$ cat src/rtl/mchan_pkg.sv
package mchan_pkg;

  // log2 of the interleave granule in bytes
  localparam int GRAN_LG = 6;

  typedef enum logic [2:0] {
    MODE_LINEAR = 3'd0,
    MODE_DUAL   = 3'd1,
    MODE_TRIPLE = 3'd2,
    MODE_QUAD   = 3'd3,
    MODE_FLEX   = 3'd4
  } ilv_mode_e;

endpackage

$ cat src/rtl/mchan_cfg.sv
module mchan_cfg import mchan_pkg::*; #(
  parameter int NCH   = 4,
  parameter int CAP_W = 10,
  parameter int SPD_W = 4,
  parameter int CL_W  = 5,
  localparam int IDX_W = (NCH > 1) ? $clog2(NCH) : 1,
  localparam int TOT_W = CAP_W + IDX_W
)(
  input  logic                   clk,
  input  logic                   rst_n,
  input  logic                   load,
  input  logic [NCH-1:0]         pres_i,
  input  logic [NCH*CAP_W-1:0]   cap_i,
  input  logic [NCH*SPD_W-1:0]   spd_i,
  input  logic [NCH*CL_W-1:0]    cl_i,
  input  logic                   gang_req_i,
  output ilv_mode_e              mode_q,
  output logic                   gang_q,
  output logic                   warn_q,
  output logic [SPD_W-1:0]       spd_q,
  output logic [CL_W-1:0]        cl_q,
  output logic [NCH-1:0]         pres_q,
  output logic [NCH*CAP_W-1:0]   cap_q,
  output logic [NCH*IDX_W-1:0]   lst_q,
  output logic [TOT_W-1:0]       tot_q,
  output logic [CAP_W-1:0]       min_q,
  output logic [IDX_W-1:0]       big_q
);

  logic [CAP_W-1:0] cap_a [NCH];
  logic [SPD_W-1:0] spd_a [NCH];
  logic [CL_W-1:0]  cl_a  [NCH];

  for (genvar i = 0; i < NCH; i++) begin : g_unpack
    assign cap_a[i] = cap_i[i*CAP_W +: CAP_W];
    assign spd_a[i] = spd_i[i*SPD_W +: SPD_W];
    assign cl_a[i]  = cl_i[i*CL_W +: CL_W];
  end

  logic [IDX_W-1:0]   lst_c [NCH];
  logic [NCH*IDX_W-1:0] lst_flat;
  logic [IDX_W:0]     cnt;
  logic               same;
  logic [CAP_W-1:0]   ref_cap, ca, cb, min_c;
  logic [SPD_W-1:0]   ref_spd, spd_min;
  logic [CL_W-1:0]    cl_max;
  logic [TOT_W-1:0]   tot_c;
  logic [IDX_W-1:0]   big_c;
  ilv_mode_e          mode_c;
  logic               gang_c, warn_c;

  // compact list of present slots, population statistics
  always_comb begin
    cnt = '0;
    for (int i = 0; i < NCH; i++) lst_c[i] = '0;
    for (int i = 0; i < NCH; i++) begin
      if (pres_i[i]) begin
        lst_c[cnt[IDX_W-1:0]] = IDX_W'(i);
        cnt = cnt + 1'b1;
      end
    end
    ref_cap = cap_a[lst_c[0]];
    ref_spd = spd_a[lst_c[0]];
    same    = 1'b1;
    spd_min = '1;
    cl_max  = '0;
    tot_c   = '0;
    for (int i = 0; i < NCH; i++) begin
      if (pres_i[i]) begin
        if (cap_a[i] != ref_cap || spd_a[i] != ref_spd) same = 1'b0;
        if (spd_a[i] < spd_min) spd_min = spd_a[i];
        if (cl_a[i] > cl_max) cl_max = cl_a[i];
        tot_c = tot_c + TOT_W'(cap_a[i]);
      end
    end
    if (cnt == '0) spd_min = '0;
    for (int i = 0; i < NCH; i++) lst_flat[i*IDX_W +: IDX_W] = lst_c[i];
  end

  // pair statistics used by the flex split
  always_comb begin
    ca    = cap_a[lst_c[0]];
    cb    = cap_a[lst_c[1]];
    min_c = (ca < cb) ? ca : cb;
    big_c = (ca < cb) ? lst_c[1] : lst_c[0];
  end

  // mode decision
  always_comb begin
    mode_c = MODE_LINEAR;
    if (same && cnt == (IDX_W+1)'(4) && NCH >= 4)      mode_c = MODE_QUAD;
    else if (same && cnt == (IDX_W+1)'(3) && NCH >= 3) mode_c = MODE_TRIPLE;
    else if (same && cnt == (IDX_W+1)'(2))             mode_c = MODE_DUAL;
    else if (cnt == (IDX_W+1)'(2) && spd_a[lst_c[0]] == spd_a[lst_c[1]])
                                                       mode_c = MODE_FLEX;
    gang_c = gang_req_i && (mode_c == MODE_DUAL);
    warn_c = (cnt == '0) || (gang_req_i && (mode_c != MODE_DUAL));
  end

  always_ff @(posedge clk) begin
    if (!rst_n) begin
      mode_q <= MODE_LINEAR;
      gang_q <= 1'b0;
      warn_q <= 1'b0;
      spd_q  <= '0;
      cl_q   <= '0;
      pres_q <= '0;
      cap_q  <= '0;
      lst_q  <= '0;
      tot_q  <= '0;
      min_q  <= '0;
      big_q  <= '0;
    end else if (load) begin
      mode_q <= mode_c;
      gang_q <= gang_c;
      warn_q <= warn_c;
      spd_q  <= spd_min;
      cl_q   <= cl_max;
      pres_q <= pres_i;
      cap_q  <= cap_i;
      lst_q  <= lst_flat;
      tot_q  <= tot_c;
      min_q  <= min_c;
      big_q  <= big_c;
    end
  end

endmodule

$ cat src/rtl/mchan_xlate.sv
module mchan_xlate import mchan_pkg::*; #(
  parameter int NCH    = 4,
  parameter int CAP_W  = 10,
  parameter int ADDR_W = 18,
  localparam int IDX_W = (NCH > 1) ? $clog2(NCH) : 1,
  localparam int TOT_W = CAP_W + IDX_W,
  localparam int LA_W  = CAP_W + GRAN_LG
)(
  input  logic [ADDR_W-1:0]      addr_i,
  input  ilv_mode_e              mode_i,
  input  logic                   gang_i,
  input  logic [NCH-1:0]         pres_i,
  input  logic [NCH*CAP_W-1:0]   cap_i,
  input  logic [NCH*IDX_W-1:0]   lst_i,
  input  logic [TOT_W-1:0]       tot_i,
  input  logic [CAP_W-1:0]       min_i,
  input  logic [IDX_W-1:0]       big_i,
  output logic [NCH-1:0]         ch_o,
  output logic [LA_W-1:0]        laddr_o,
  output logic                   wide_o,
  output logic                   err_o
);

  logic [CAP_W-1:0] cap_a [NCH];
  logic [IDX_W-1:0] lst   [NCH];

  for (genvar i = 0; i < NCH; i++) begin : g_unpack
    assign cap_a[i] = cap_i[i*CAP_W +: CAP_W];
    assign lst[i]   = lst_i[i*IDX_W +: IDX_W];
  end

  int unsigned          gu, lgu, base, totu, minu;
  logic [GRAN_LG-1:0]   off;
  logic [IDX_W-1:0]     cidx;
  logic                 wide_c;

  always_comb begin
    gu     = 32'(addr_i[ADDR_W-1:GRAN_LG]);
    off    = addr_i[GRAN_LG-1:0];
    totu   = 32'(tot_i);
    minu   = 32'(min_i);
    cidx   = '0;
    lgu    = 0;
    base   = 0;
    wide_c = 1'b0;
    case (mode_i)
      MODE_DUAL: begin
        cidx   = lst[IDX_W'(gu & 32'd1)];
        lgu    = gu >> 1;
        wide_c = gang_i;
      end
      MODE_QUAD: begin
        cidx = lst[IDX_W'(gu & 32'd3)];
        lgu  = gu >> 2;
      end
      MODE_TRIPLE: begin
        cidx = lst[IDX_W'(gu % 32'd3)];
        lgu  = gu / 32'd3;
      end
      MODE_FLEX: begin
        if (gu < (minu << 1)) begin
          cidx = lst[IDX_W'(gu & 32'd1)];
          lgu  = gu >> 1;
        end else begin
          cidx = big_i;
          lgu  = gu - minu;
        end
      end
      default: begin
        for (int i = 0; i < NCH; i++) begin
          if (pres_i[i]) begin
            if (gu >= base && gu < base + 32'(cap_a[i])) begin
              cidx = IDX_W'(i);
              lgu  = gu - base;
            end
            base = base + 32'(cap_a[i]);
          end
        end
      end
    endcase
  end

  always_comb begin
    err_o   = (gu >= totu);
    ch_o    = '0;
    laddr_o = '0;
    wide_o  = 1'b0;
    if (!err_o) begin
      if (wide_c) begin
        wide_o       = 1'b1;
        ch_o[lst[0]] = 1'b1;
        ch_o[lst[1]] = 1'b1;
        laddr_o      = LA_W'(addr_i >> 1);
      end else begin
        ch_o[cidx] = 1'b1;
        laddr_o    = {CAP_W'(lgu), off};
      end
    end
  end

endmodule

$ cat src/rtl/mchan_oreg.sv
module mchan_oreg #(
  parameter int W = 8
)(
  input  logic         clk,
  input  logic         rst_n,
  input  logic         in_valid,
  output logic         in_ready,
  input  logic [W-1:0] in_data,
  output logic         out_valid,
  input  logic         out_ready,
  output logic [W-1:0] out_data
);

  assign in_ready = !out_valid || out_ready;

  always_ff @(posedge clk) begin
    if (!rst_n) begin
      out_valid <= 1'b0;
      out_data  <= '0;
    end else if (in_ready) begin
      out_valid <= in_valid;
      if (in_valid) out_data <= in_data;
    end
  end

endmodule

$ cat src/rtl/mchan_interleaver.sv
module mchan_interleaver import mchan_pkg::*; #(
  parameter int NCH    = 4,
  parameter int CAP_W  = 10,
  parameter int SPD_W  = 4,
  parameter int CL_W   = 5,
  parameter int ADDR_W = 18,
  localparam int LA_W  = CAP_W + GRAN_LG
)(
  input  logic                 clk,
  input  logic                 rst_n,
  input  logic                 cfg_load,
  input  logic [NCH-1:0]       cfg_present,
  input  logic [NCH*CAP_W-1:0] cfg_cap,
  input  logic [NCH*SPD_W-1:0] cfg_speed,
  input  logic [NCH*CL_W-1:0]  cfg_cas,
  input  logic                 cfg_gang_req,
  input  logic                 req_valid,
  output logic                 req_ready,
  input  logic [ADDR_W-1:0]    req_addr,
  output logic                 rsp_valid,
  input  logic                 rsp_ready,
  output logic [NCH-1:0]       rsp_ch,
  output logic [LA_W-1:0]      rsp_laddr,
  output logic                 rsp_wide,
  output logic                 rsp_err,
  output logic [2:0]           mode,
  output logic                 ganged,
  output logic                 cfg_warn,
  output logic [SPD_W-1:0]     common_speed,
  output logic [CL_W-1:0]      common_cas
);

  localparam int IDX_W = (NCH > 1) ? $clog2(NCH) : 1;
  localparam int TOT_W = CAP_W + IDX_W;
  localparam int PW    = NCH + LA_W + 2;

  ilv_mode_e            mode_q;
  logic [NCH-1:0]       pres_q;
  logic [NCH*CAP_W-1:0] cap_q;
  logic [NCH*IDX_W-1:0] lst_q;
  logic [TOT_W-1:0]     tot_q;
  logic [CAP_W-1:0]     min_q;
  logic [IDX_W-1:0]     big_q;

  mchan_cfg #(.NCH(NCH), .CAP_W(CAP_W), .SPD_W(SPD_W), .CL_W(CL_W)) u_cfg (
    .clk        (clk),
    .rst_n      (rst_n),
    .load       (cfg_load),
    .pres_i     (cfg_present),
    .cap_i      (cfg_cap),
    .spd_i      (cfg_speed),
    .cl_i       (cfg_cas),
    .gang_req_i (cfg_gang_req),
    .mode_q     (mode_q),
    .gang_q     (ganged),
    .warn_q     (cfg_warn),
    .spd_q      (common_speed),
    .cl_q       (common_cas),
    .pres_q     (pres_q),
    .cap_q      (cap_q),
    .lst_q      (lst_q),
    .tot_q      (tot_q),
    .min_q      (min_q),
    .big_q      (big_q)
  );

  logic [NCH-1:0]  x_ch;
  logic [LA_W-1:0] x_laddr;
  logic            x_wide, x_err;

  mchan_xlate #(.NCH(NCH), .CAP_W(CAP_W), .ADDR_W(ADDR_W)) u_xlate (
    .addr_i  (req_addr),
    .mode_i  (mode_q),
    .gang_i  (ganged),
    .pres_i  (pres_q),
    .cap_i   (cap_q),
    .lst_i   (lst_q),
    .tot_i   (tot_q),
    .min_i   (min_q),
    .big_i   (big_q),
    .ch_o    (x_ch),
    .laddr_o (x_laddr),
    .wide_o  (x_wide),
    .err_o   (x_err)
  );

  logic [PW-1:0] pk_in, pk_out;
  assign pk_in = {x_wide, x_err, x_ch, x_laddr};

  mchan_oreg #(.W(PW)) u_oreg (
    .clk       (clk),
    .rst_n     (rst_n),
    .in_valid  (req_valid),
    .in_ready  (req_ready),
    .in_data   (pk_in),
    .out_valid (rsp_valid),
    .out_ready (rsp_ready),
    .out_data  (pk_out)
  );

  assign {rsp_wide, rsp_err, rsp_ch, rsp_laddr} = pk_out;
  assign mode = mode_q;

endmodule

$ cat config.mk
export PLATFORM = sky130hd
export DESIGN_NAME = mchan_interleaver
export DESIGN_NICKNAME = d
export VERILOG_FILES = /design/src/rtl/mchan_pkg.sv /design/src/rtl/mchan_cfg.sv /design/src/rtl/mchan_xlate.sv /design/src/rtl/mchan_oreg.sv /design/src/rtl/mchan_interleaver.sv
export SDC_FILE = /design/constraint.sdc
export NUM_CORES = 1
export LEC_CHECK = 0
export BUFFER_PORTS_ARGS = -buffer_cell sky130_fd_sc_hd__buf_2
export CAP_MARGIN = 20
export CORE_ASPECT_RATIO = 0.9
export CORE_MARGIN = 2
export CORE_UTILIZATION = 50
export DETAILED_ROUTE_END_ITERATION = 12
export GPL_ROUTABILITY_DRIVEN = 0
export PLACE_DENSITY = 0.71
export SLEW_MARGIN = 20
export SYNTH_ARGS = -nofsm -noshare
export SYNTH_HDL_FRONTEND = slang
export SYNTH_SLANG_ARGS = --single-unit
$ cat constraint.sdc
create_clock -name clk -period 7.27 [get_ports clk]
set_clock_uncertainty 0.05 [all_clocks]
set_input_delay 1.0905 -clock clk [delete_from_list [all_inputs] [get_ports clk]]
set_output_delay 1.0905 -clock clk [all_outputs]
set_load 0.1 [all_outputs]
; ---- Word level (Yosys, flattened, before mapping)
; Cells that the tools add are included.
; Widths: inputs -> output; s select.
[word_totals]
ff_bits = 113
input_bits = 104
output_inout_bits = 38
word_cells = 225
[op_classes]
n_bitwise = 13
n_eq_ne = 18
addsub = 13
n_div = 2
muxes = 106
reduce_logical = 25
order_cmp = 35
[op_table]
columns = cell, n
row1 = $mux 10, 16
row2 = $mux 32, 5
row3 = $add 32x10->32, 3
row4 = $ge 12x32->1, 3
row5 = $lt 12x32->1, 3
row6 = $mux 4, 15
row7 = $bmux 10 s2, 2
row8 = $mux 5, 8
row9 = $ne 10x10->1, 4
row10 = $pmux 10 s4, 1
row11 = $sub 10x10->10, 4
row12 = $mux 12, 3
row13 = $div 12x2->32 const B, 1
row14 = $mod 12x2->32 const B, 1
row15 = $mux 16, 2
row16 = $mux 2, 16
row17 = $add 12x10->12, 2
row18 = $ge 3x3->1 const B, 8
row19 = $mux 3, 7
row20 = $not 2->3, 6
row21 = $bmux 4 s2, 2
row22 = $mux 1, 16
row23 = $mux 8, 2
row24 = $ne 4x4->1, 4
row25 = 35 further kinds, 78

; ---- Depth between registers and ports, before layout
; Gate-level depths: netlist of run 1.
[depth]
word_depth = 34
depth_mapped = 35
depth_no_buf = 33

; ---- Modules after synthesis
; A second synthesis of run 1 with hierarchy kept.
[hier_totals]
cells_unflattened = 2352
hier_area_um2 = 17674.5
[by_module_without_submodules]
columns = module, cells_each, seq_area_each_um2, area_each_um2, n_inst
row1 = mchan_cfg, 1138, 1801.7, 9023.7, 1
row2 = mchan_xlate, 1113, 0.0, 7698.6, 1
row3 = mchan_oreg, 101, 460.4, 952.2, 1

; ---- Worst setup path before layout of run 1
; Ideal clock, no wire load.
[synth_path]
path_kind = input to register
startpoint = input req_addr[16]
endpoint = register u_oreg.out_data[18]
t_arrival_ns = 7.098
n_path_buf = 5
setup_slack_ns = 0.006
setup_time_ns = 0.116
t_required_ns = 7.104
stages = 28
cell_sequence = buf_2 -> buf_1 -> clkbuf_1 -> ha_1 -> clkbuf_1 -> o21ai_0 -> o22a_1 -> a21oi_2 -> buf_6 -> a221oi_2 -> or4_4 -> nor3_4 -> nand2_2 -> o221ai_2 -> nand2_1 -> or3_4 -> and2_1 -> ha_1 -> nand4b_4 -> nor3_4 -> xnor2_1 -> ha_1 -> a211oi_1 -> o2111ai_4 -> mux2_4 -> o21ai_1 -> o41a_1 -> a41o_1
[synth_via]
elab_chain_len = 15
word_cells_on_any_way = 31
cone_classes = div (1) / order compare (10) / mux (15) / bitwise (1) / reduce/logical (4)
[synth_lines]
columns = item, line
row1 = start: declaration, mchan_interleaver.sv:19  ; input logic [ADDR_W-1:0] req_addr,
row2 = "parallel branches: the longest is 14 deep, another holds $mod 12x2->32", --
row3 = $mux 4 *, mchan_xlate.sv:88  ; if (!err_o) begin
row4 = end signal: assignment, mchan_oreg.sv:22  ; if (in_valid) out_data <= in_data;
row5 = end: declaration, mchan_oreg.sv:11  ; output logic [W-1:0] out_data
; Every way passes the cells marked *. The select of a mux whose other input is x is not followed.
; A chain may end at the register's enable or synchronous reset.

; ---- Worst setup path in the final report of run 1
[layout_path]
startpoint = input req_addr[17]
endpoint = register u_oreg.out_data[18]
; Same word-level chain as after synthesis.

==> results.yml, run 1 <==
floorplanning:
  die_w_um: 194
  dieArea_sq_um: 33800
  core_sq_um: 31900
  rows: 62
  die_y_um: 175
  io_pins: 142
  start_util_pct: 50.7
worst_setup_path:
  arrival_ps: 7200
  crit_start: "req_addr[17]"
  reg2regPathDepth: 31
  cp.required_ps: 7540
  reg2reg_slack_ps: 540
  r2r-end: "u_oreg.out_data[19]$_SDFFE_PN0P_"
  crit_path_end_kind: "register"
  reg2reg_from: "u_cfg.pres_q[0]$_SDFFE_PN0P_"
  critPathLaunchType: "input pin"
  cp_max_fo: 8
  crit_path_end: "u_oreg.out_data[18]$_SDFFE_PN0P_"
  crit_type: "input pin to register"
timing:
  relSlewSlack_pct: 30.5
  setup_violations: 0
  period_needed_ps: 6940
  rsz0062_at_grt: "false"
  hold_viol: 0
  slew_violations: 0
  period_share_pct: 95.4
  finalWorstSetupSlack_ps: 333
  worst_pin_slew_ps: 1040
  timing.fmax_mhz: 144
cts:
  cts_buffers: 17
  clk_pin_slew_ps: 60
  cts_tree: "yes"
  cts_buffer_depth: 2
  post_cts_buffers: 0
  cts_sinks: 113
  htreeDepth: 4
  cts_root_buffer: "clkbuf_16"
  clk-insertion-delay-late_ps: 420
detailed_routing:
  wl_per_cell_um: 19.2
  final_antenna_net_count: 0
  wl_mm: 50.5
  vias: 16109
  drt_pre_antenna_iters: 6
  drc: 0
  routed_via_density: 6.14
  first_iter_violations: 1455
synthesis:
  synth_area_sq_um: 16200
  synthXorXnorAreaFrac_pct: 8.34
  synth_compound_area_share_pct: 23.8
  syn_area_per_cell_sq_um: 7.69
  ys_seq_area_share_pct: 14.0
  yosys.area_share.adder_pct: 17.8
  yosys-mux-area-fraction_pct: 11.6
  syn-num-nets: 2428
  synth_flop_cell: "dfxtp_1"
  synth_top_family_by_area: "compound AO/OA/AOI/OAI gates"
  async_flop_share_pct: 0
  synth_edf_count: 0
  yosysWarnings: 0
  synthSimpleGateAreaFrac_pct: 17.0
  synth-seq-cells: 113
  synthCells: 2101
  ys_types: 97
layout:
  final_common_cell: "ha_1"
  num_antenna_cells: 0
  nets: 2523
  drive_gt1_share_pct: 14.1
  syn_to_final_growth_pct: 11.0
  final_cell_mix: "ha_1 (212), inv_1 (195), nor2_1 (194)"
  final_cell_area_sq_um: 17900
placed_design:
  place_hpwl_mm: 39.8
  placed_area_sq_um: 17300
  io_buffers: 141
  place_ws_ps: -304
flow_run:
  drv_cap: 0
power:
  sw_frac_of_total_pct: 42.0
  p_leak_uw: 0.00838
  power_frac_seq_pct: 23.3
  p_clk_share_pct: 27.5
  combPwrFrac_pct: 49.2
  ir_drop_mv: 0.180
  p_per_area_nw_per_um2: 168
  switchingPower_uw: 1270
  power.internal_uw: 1750
global_route:
  grt.total_usage_pct: 29.1
  grt_pass1_wl_mm: 80.2
  grt_max_degree: 92
  antenna_found_initial: 1
  first_global_vias: 15193
  globalRouteOverflowTotal: 0
min_path:
  hold_class: "register to register"
outcome:
  status: "finished clean"
[flip-flops by register name (all words and copies together), names as in the netlist, 2 cells and up]
register	flops
u_oreg.out_data	22
u_cfg.lst_q	8
u_cfg.mode_q	3
u_cfg.big_q	2
u_cfg.tot_q	12
u_cfg.min_q	10
u_cfg.cl_q	5
u_cfg.spd_q	4
u_cfg.cap_q	40
u_cfg.pres_q	4
[metrics by stage]
step	utilization [%]	setup TNS, ps	power [uW]	cells	hold WS, ps
floorplan	-	0	1790	2101	391
global placement	54.3	-145	2110	2593	402
detailed placement	54.3	-1120	2160	2593	412
CTS	56.1	0	2990	2625	421
global route	56.3	0	3200	2625	446
finish	56.3	0	3010	2625	421
[cells by family after synthesis]
family,Yosys count
mux,148
fa+ha+maj,223
xor+xnor,153
simple gates,564
buf+inv,316
compound gates,584
flops,113
[per-layer routing]
layer  global-route usage (%)  wire length [um]
met3                     4.17              3940
met2                     47.2             23000
met5                        0                 0
met1                     40.7             22600
met4                     7.06               986
[cell usage after synthesis (23+ instances only)]
cell / instances / area, sq um
xor2_1: 50 / 438
o21bai_1: 25 / 188
nand2_1: 146 / 548
dfxtp_1: 113 / 2260
nand2b_1: 41 / 257
nand4_1: 23 / 144
ha_1: 212 / 2650
a21oi_1: 163 / 816
clkbuf_1: 84 / 315
nand3_1: 38 / 190
a22oi_1: 30 / 225
mux4_2: 29 / 653
o21ai_0: 108 / 541
mux2i_1: 101 / 1010
inv_1: 195 / 732
a211oi_1: 31 / 233
xnor2_1: 102 / 893
a21o_1: 79 / 593
nor2_1: 194 / 728
nor2b_1: 23 / 144
[layout make-up]
type	count	area [sq um]
Inverter	201	756
Timing Repair Buffer	191	1080
Fill cell	2963	13900
Tap cell	416	520
Clock buffer	17	425
Clock inverter	15	149
Sequential cell	113	2260
Multi-Input combinational cell	1672	12700
[how the worst min path moves through the flow]
stage,startpoint,end,cells after the start
2_1_floorplan,u_cfg.tot_q[5]$_SDFFE_PN0P_,u_cfg.tot_q[5]$_SDFFE_PN0P_,2
3_3_place_gp,u_cfg.mode_q[0]$_SDFFE_PN0P_,u_cfg.mode_q[0]$_SDFFE_PN0P_,2
3_5_place_dp,u_cfg.tot_q[5]$_SDFFE_PN0P_,u_cfg.tot_q[5]$_SDFFE_PN0P_,2
4_1_cts,u_cfg.mode_q[0]$_SDFFE_PN0P_,u_cfg.mode_q[0]$_SDFFE_PN0P_,2
5_1_grt,u_oreg.out_data[12]$_SDFFE_PN0P_,u_oreg.out_data[12]$_SDFFE_PN0P_,2
6_report,u_cfg.mode_q[0]$_SDFFE_PN0P_,u_cfg.mode_q[0]$_SDFFE_PN0P_,2
[power groups by stage]
stage / clock (uW) / sequential, uW / combinational, uW
global route: 864 / 707 / 1620
CTS: 832 / 701 / 1460
finish: 828 / 703 / 1480
floorplan: 0 / 766 / 1030
detailed placement: 0 / 714 / 1450
global placement: 0 / 713 / 1400
[repair_timing]
| item | in CTS | in global routing |
|---|---|---|
| hold buffers | 0 | 0 |
| setup endpoints to repair | 0 | 10 |
| gates resized for setup | 0 | 11 |
[worst max-delay path, cell delays in order]
cell and delay, ps:
buf_2 120, ha_1 400, and4bb_2 370, o221ai_1 120
buf_4 200, nor3b_1 140, o211a_1 200, nor3_1 440
nand2b_1 240, buf_4 180, nand2_2 70, o221ai_2 230
nand2_2 160, or3_4 380, and2_1 150, ha_1 210
nand4b_4 210, nor3_4 270, xnor2_1 190, ha_1 240
a211oi_1 350, o2111ai_4 240, mux2_4 250, o21ai_1 70
o41a_1 470, a41o_1 210
Power figures use the tool's default switching activity.
==> run 2, diff against run 1 <==
==> constraint.sdc (replaced) <==
create_clock -name clk -period 7.27 [get_ports clk]
set_clock_uncertainty 0.05 [all_clocks]
set_input_delay 0 -clock clk [delete_from_list [all_inputs] [get_ports clk]]
set_output_delay 0 -clock clk [all_outputs]
set_load 0.1 [all_outputs]
==> run 2 against run 1 <==
First-iteration DRC count up 5.9%. Critical endpoint unchanged. Final area grew 2.6%. Non-clock buffer count grew 37. Sequential share of layout area fell by 0.33 points. Critical path depth increased by 6. Largest cell class unchanged. Cell count up 1.4%. Hold slack worse by 370 ps. Fmax grew 4.8%.
==> results.yml, run 2 (synthesized netlist as in run 1, its figures left out) <==
outcome:
  status: "finished clean"
timing:
  fin_tns_setup_ps: 0
  rsz0062_at_grt: "false"
  slew_violations: 0
  setup_violations: 0
  period_share_pct: 91.0
  finalWorstSetupSlack_ps: 652
  timing.fmax_mhz: 151
  relSlewSlack_pct: 34.0
  hold_viol: 0
  period_needed_ps: 6620
  worst_pin_slew_ps: 983
placed_design:
  place_ws_ps: 475
  place_hpwl_mm: 39.0
  io_buffers: 141
  dp.cells: 2570
global_route:
  first_global_vias: 15626
  globalRouteOverflowTotal: 0
  grt_pass1_wl_mm: 82.7
  grt_max_degree: 91
  grt.total_usage_pct: 30.2
  antenna_found_initial: 0
power:
  switchingPower_uw: 1240
  p_leak_uw: 0.00855
  ir_drop_mv: 0.164
  p_per_area_nw_per_um2: 169
  p_clk_share_pct: 29.8
  combPwrFrac_pct: 47.6
  power.internal_uw: 1870
  sw_frac_of_total_pct: 39.9
  power_frac_seq_pct: 22.6
layout:
  top_regs: "u_cfg.cap_q x40, u_oreg.out_data x22, u_cfg.tot_q x12"
  post-route-util_pct: 57.8
  syn_to_final_growth_pct: 13.9
  layout.cells.non_filler: 2662
  final_cell_mix: "ha_1 (212), inv_1 (195), nor2_1 (194)"
  regMostFlops: "u_cfg.cap_q"
  num_antenna_cells: 0
  final_common_cell: "ha_1"
  largest_reg_flops: 40
  drive_gt1_share_pct: 12.6
  nets: 2560
floorplanning:
  rows: 62
  start_util_pct: 50.7
  die_w_um: 194
  core_sq_um: 31900
  dieArea_sq_um: 33800
  die_y_um: 175
  io_pins: 142
worst_setup_path:
  critPathLaunchType: "register"
  worst_path_most_repeated_cell: "a21oi_1"
  crit_type: "register to register"
  crit_family: "compound AO/OA/AOI/OAI gates"
  arrival_ps: 6890
  cp.required_ps: 7540
  crit_path_end_kind: "register"
  cp_max_fo: 22
  path_buf_inv: 3
  max_stage_delay_ps: 510
  slowest_stage: "fa_1"
cts:
  cts_sinks: 113
  clk-insertion-delay-late_ps: 430
  cts_tree: "yes"
  htreeDepth: 4
  post_cts_buffers: 0
  cts_root_buffer: "clkbuf_16"
  cts_buffers: 17
  clk_pin_slew_ps: 60
  cts_buffer_depth: 2
detailed_routing:
  drc: 0
  first_iter_violations: 1541
  final_antenna_net_count: 0
  vias: 16227
  wl_mm: 51.8
  routed_via_density: 6.10
  wl_per_cell_um: 19.5
  drt_pre_antenna_iters: 5
flow_run:
  drv_cap: 0
min_path:
  hold_class: "input pin to register"
[run 2: cell count changes in the layout (fill, tap and decap cells not counted), sizes merged]
cell         delta
buf            -23
bufinv          +3
dlygate4sd3    +60
inv             -7
clkbuf          +4
[run 2: final timing paths]
kind              slack, ps  cells past startpoint                          from                               end
setup / recovery        650                     32  u_cfg.pres_q[0]$_SDFFE_PN0P_  u_oreg.out_data[18]$_SDFFE_PN0P_
hold / removal           50                      4                 cfg_speed[13]       u_cfg.spd_q[1]$_SDFFE_PN0P_
setup reg to reg        650                     32  u_cfg.pres_q[0]$_SDFFE_PN0P_  u_oreg.out_data[18]$_SDFFE_PN0P_
hold reg to reg         420                      2   u_cfg.tot_q[5]$_SDFFE_PN0P_       u_cfg.tot_q[5]$_SDFFE_PN0P_
[run 2: layout make-up]
type | instances | area, sq um
fillers | 2884 | 13500
well taps | 416 | 520
flip-flops and latches | 113 | 2260
multi-input cells | 1672 | 12700
inverters | 201 | 756
clock inverters | 11 | 176
clock buffers | 21 | 470
repair buffers | 228 | 1510
[run 2: layer usage]
| metal | vias up | part of all wire (%) | track usage (%) | routed length, um |
|---|---|---|---|---|
| met5 | - | 0 | 0 | 0 |
| met4 | 0 | 2.7 | 9.76 | 1420 |
| met3 | 114 | 7.9 | 4.52 | 4090 |
| met2 | 731 | 46 | 49.5 | 23700 |
| met1 | 7612 | 44 | 40.8 | 22700 |
| li1 | 7770 | - | - | - |
[run 2: what timing repair did]
action,4_1_cts,5_1_grt
endpoints found under the setup margin,0,2
endpoints found under the hold margin,61,0
hold buffers,60,0
resized for setup,0,4
[run 2: through the flow]
stage,hold WS [ps],area (sq um),total power (uW)
floorplan,79.5,16200,1790
global placement,204,17200,2090
detailed placement,215,17200,2140
CTS,32.2,18400,3090
global route,65.8,18400,3300
finish,46.2,18400,3120
[run 2: worst reg2reg max path, delay by kind of cell (launching register included)]
family                   cells  cell delay (ps)
adder cells (fa/ha/maj)      5             1820
AND/OR/NAND/NOR              4              430
flip-flops                   1              430
AO/OA/AOI/OAI               18             2910
XOR/XNOR                     2              390
buffers and inverters        3              490
[run 2: power groups by stage]
| stage | Combinational [uW] | Sequential (uW) | Clock (uW) |
|---|---|---|---|
| after floorplan | 1030 | 766 | 0 |
| after global placement | 1380 | 713 | 0 |
| after detailed placement | 1420 | 714 | 0 |
| after CTS | 1460 | 701 | 931 |
| after global routing | 1630 | 707 | 967 |
| final | 1480 | 703 | 929 |
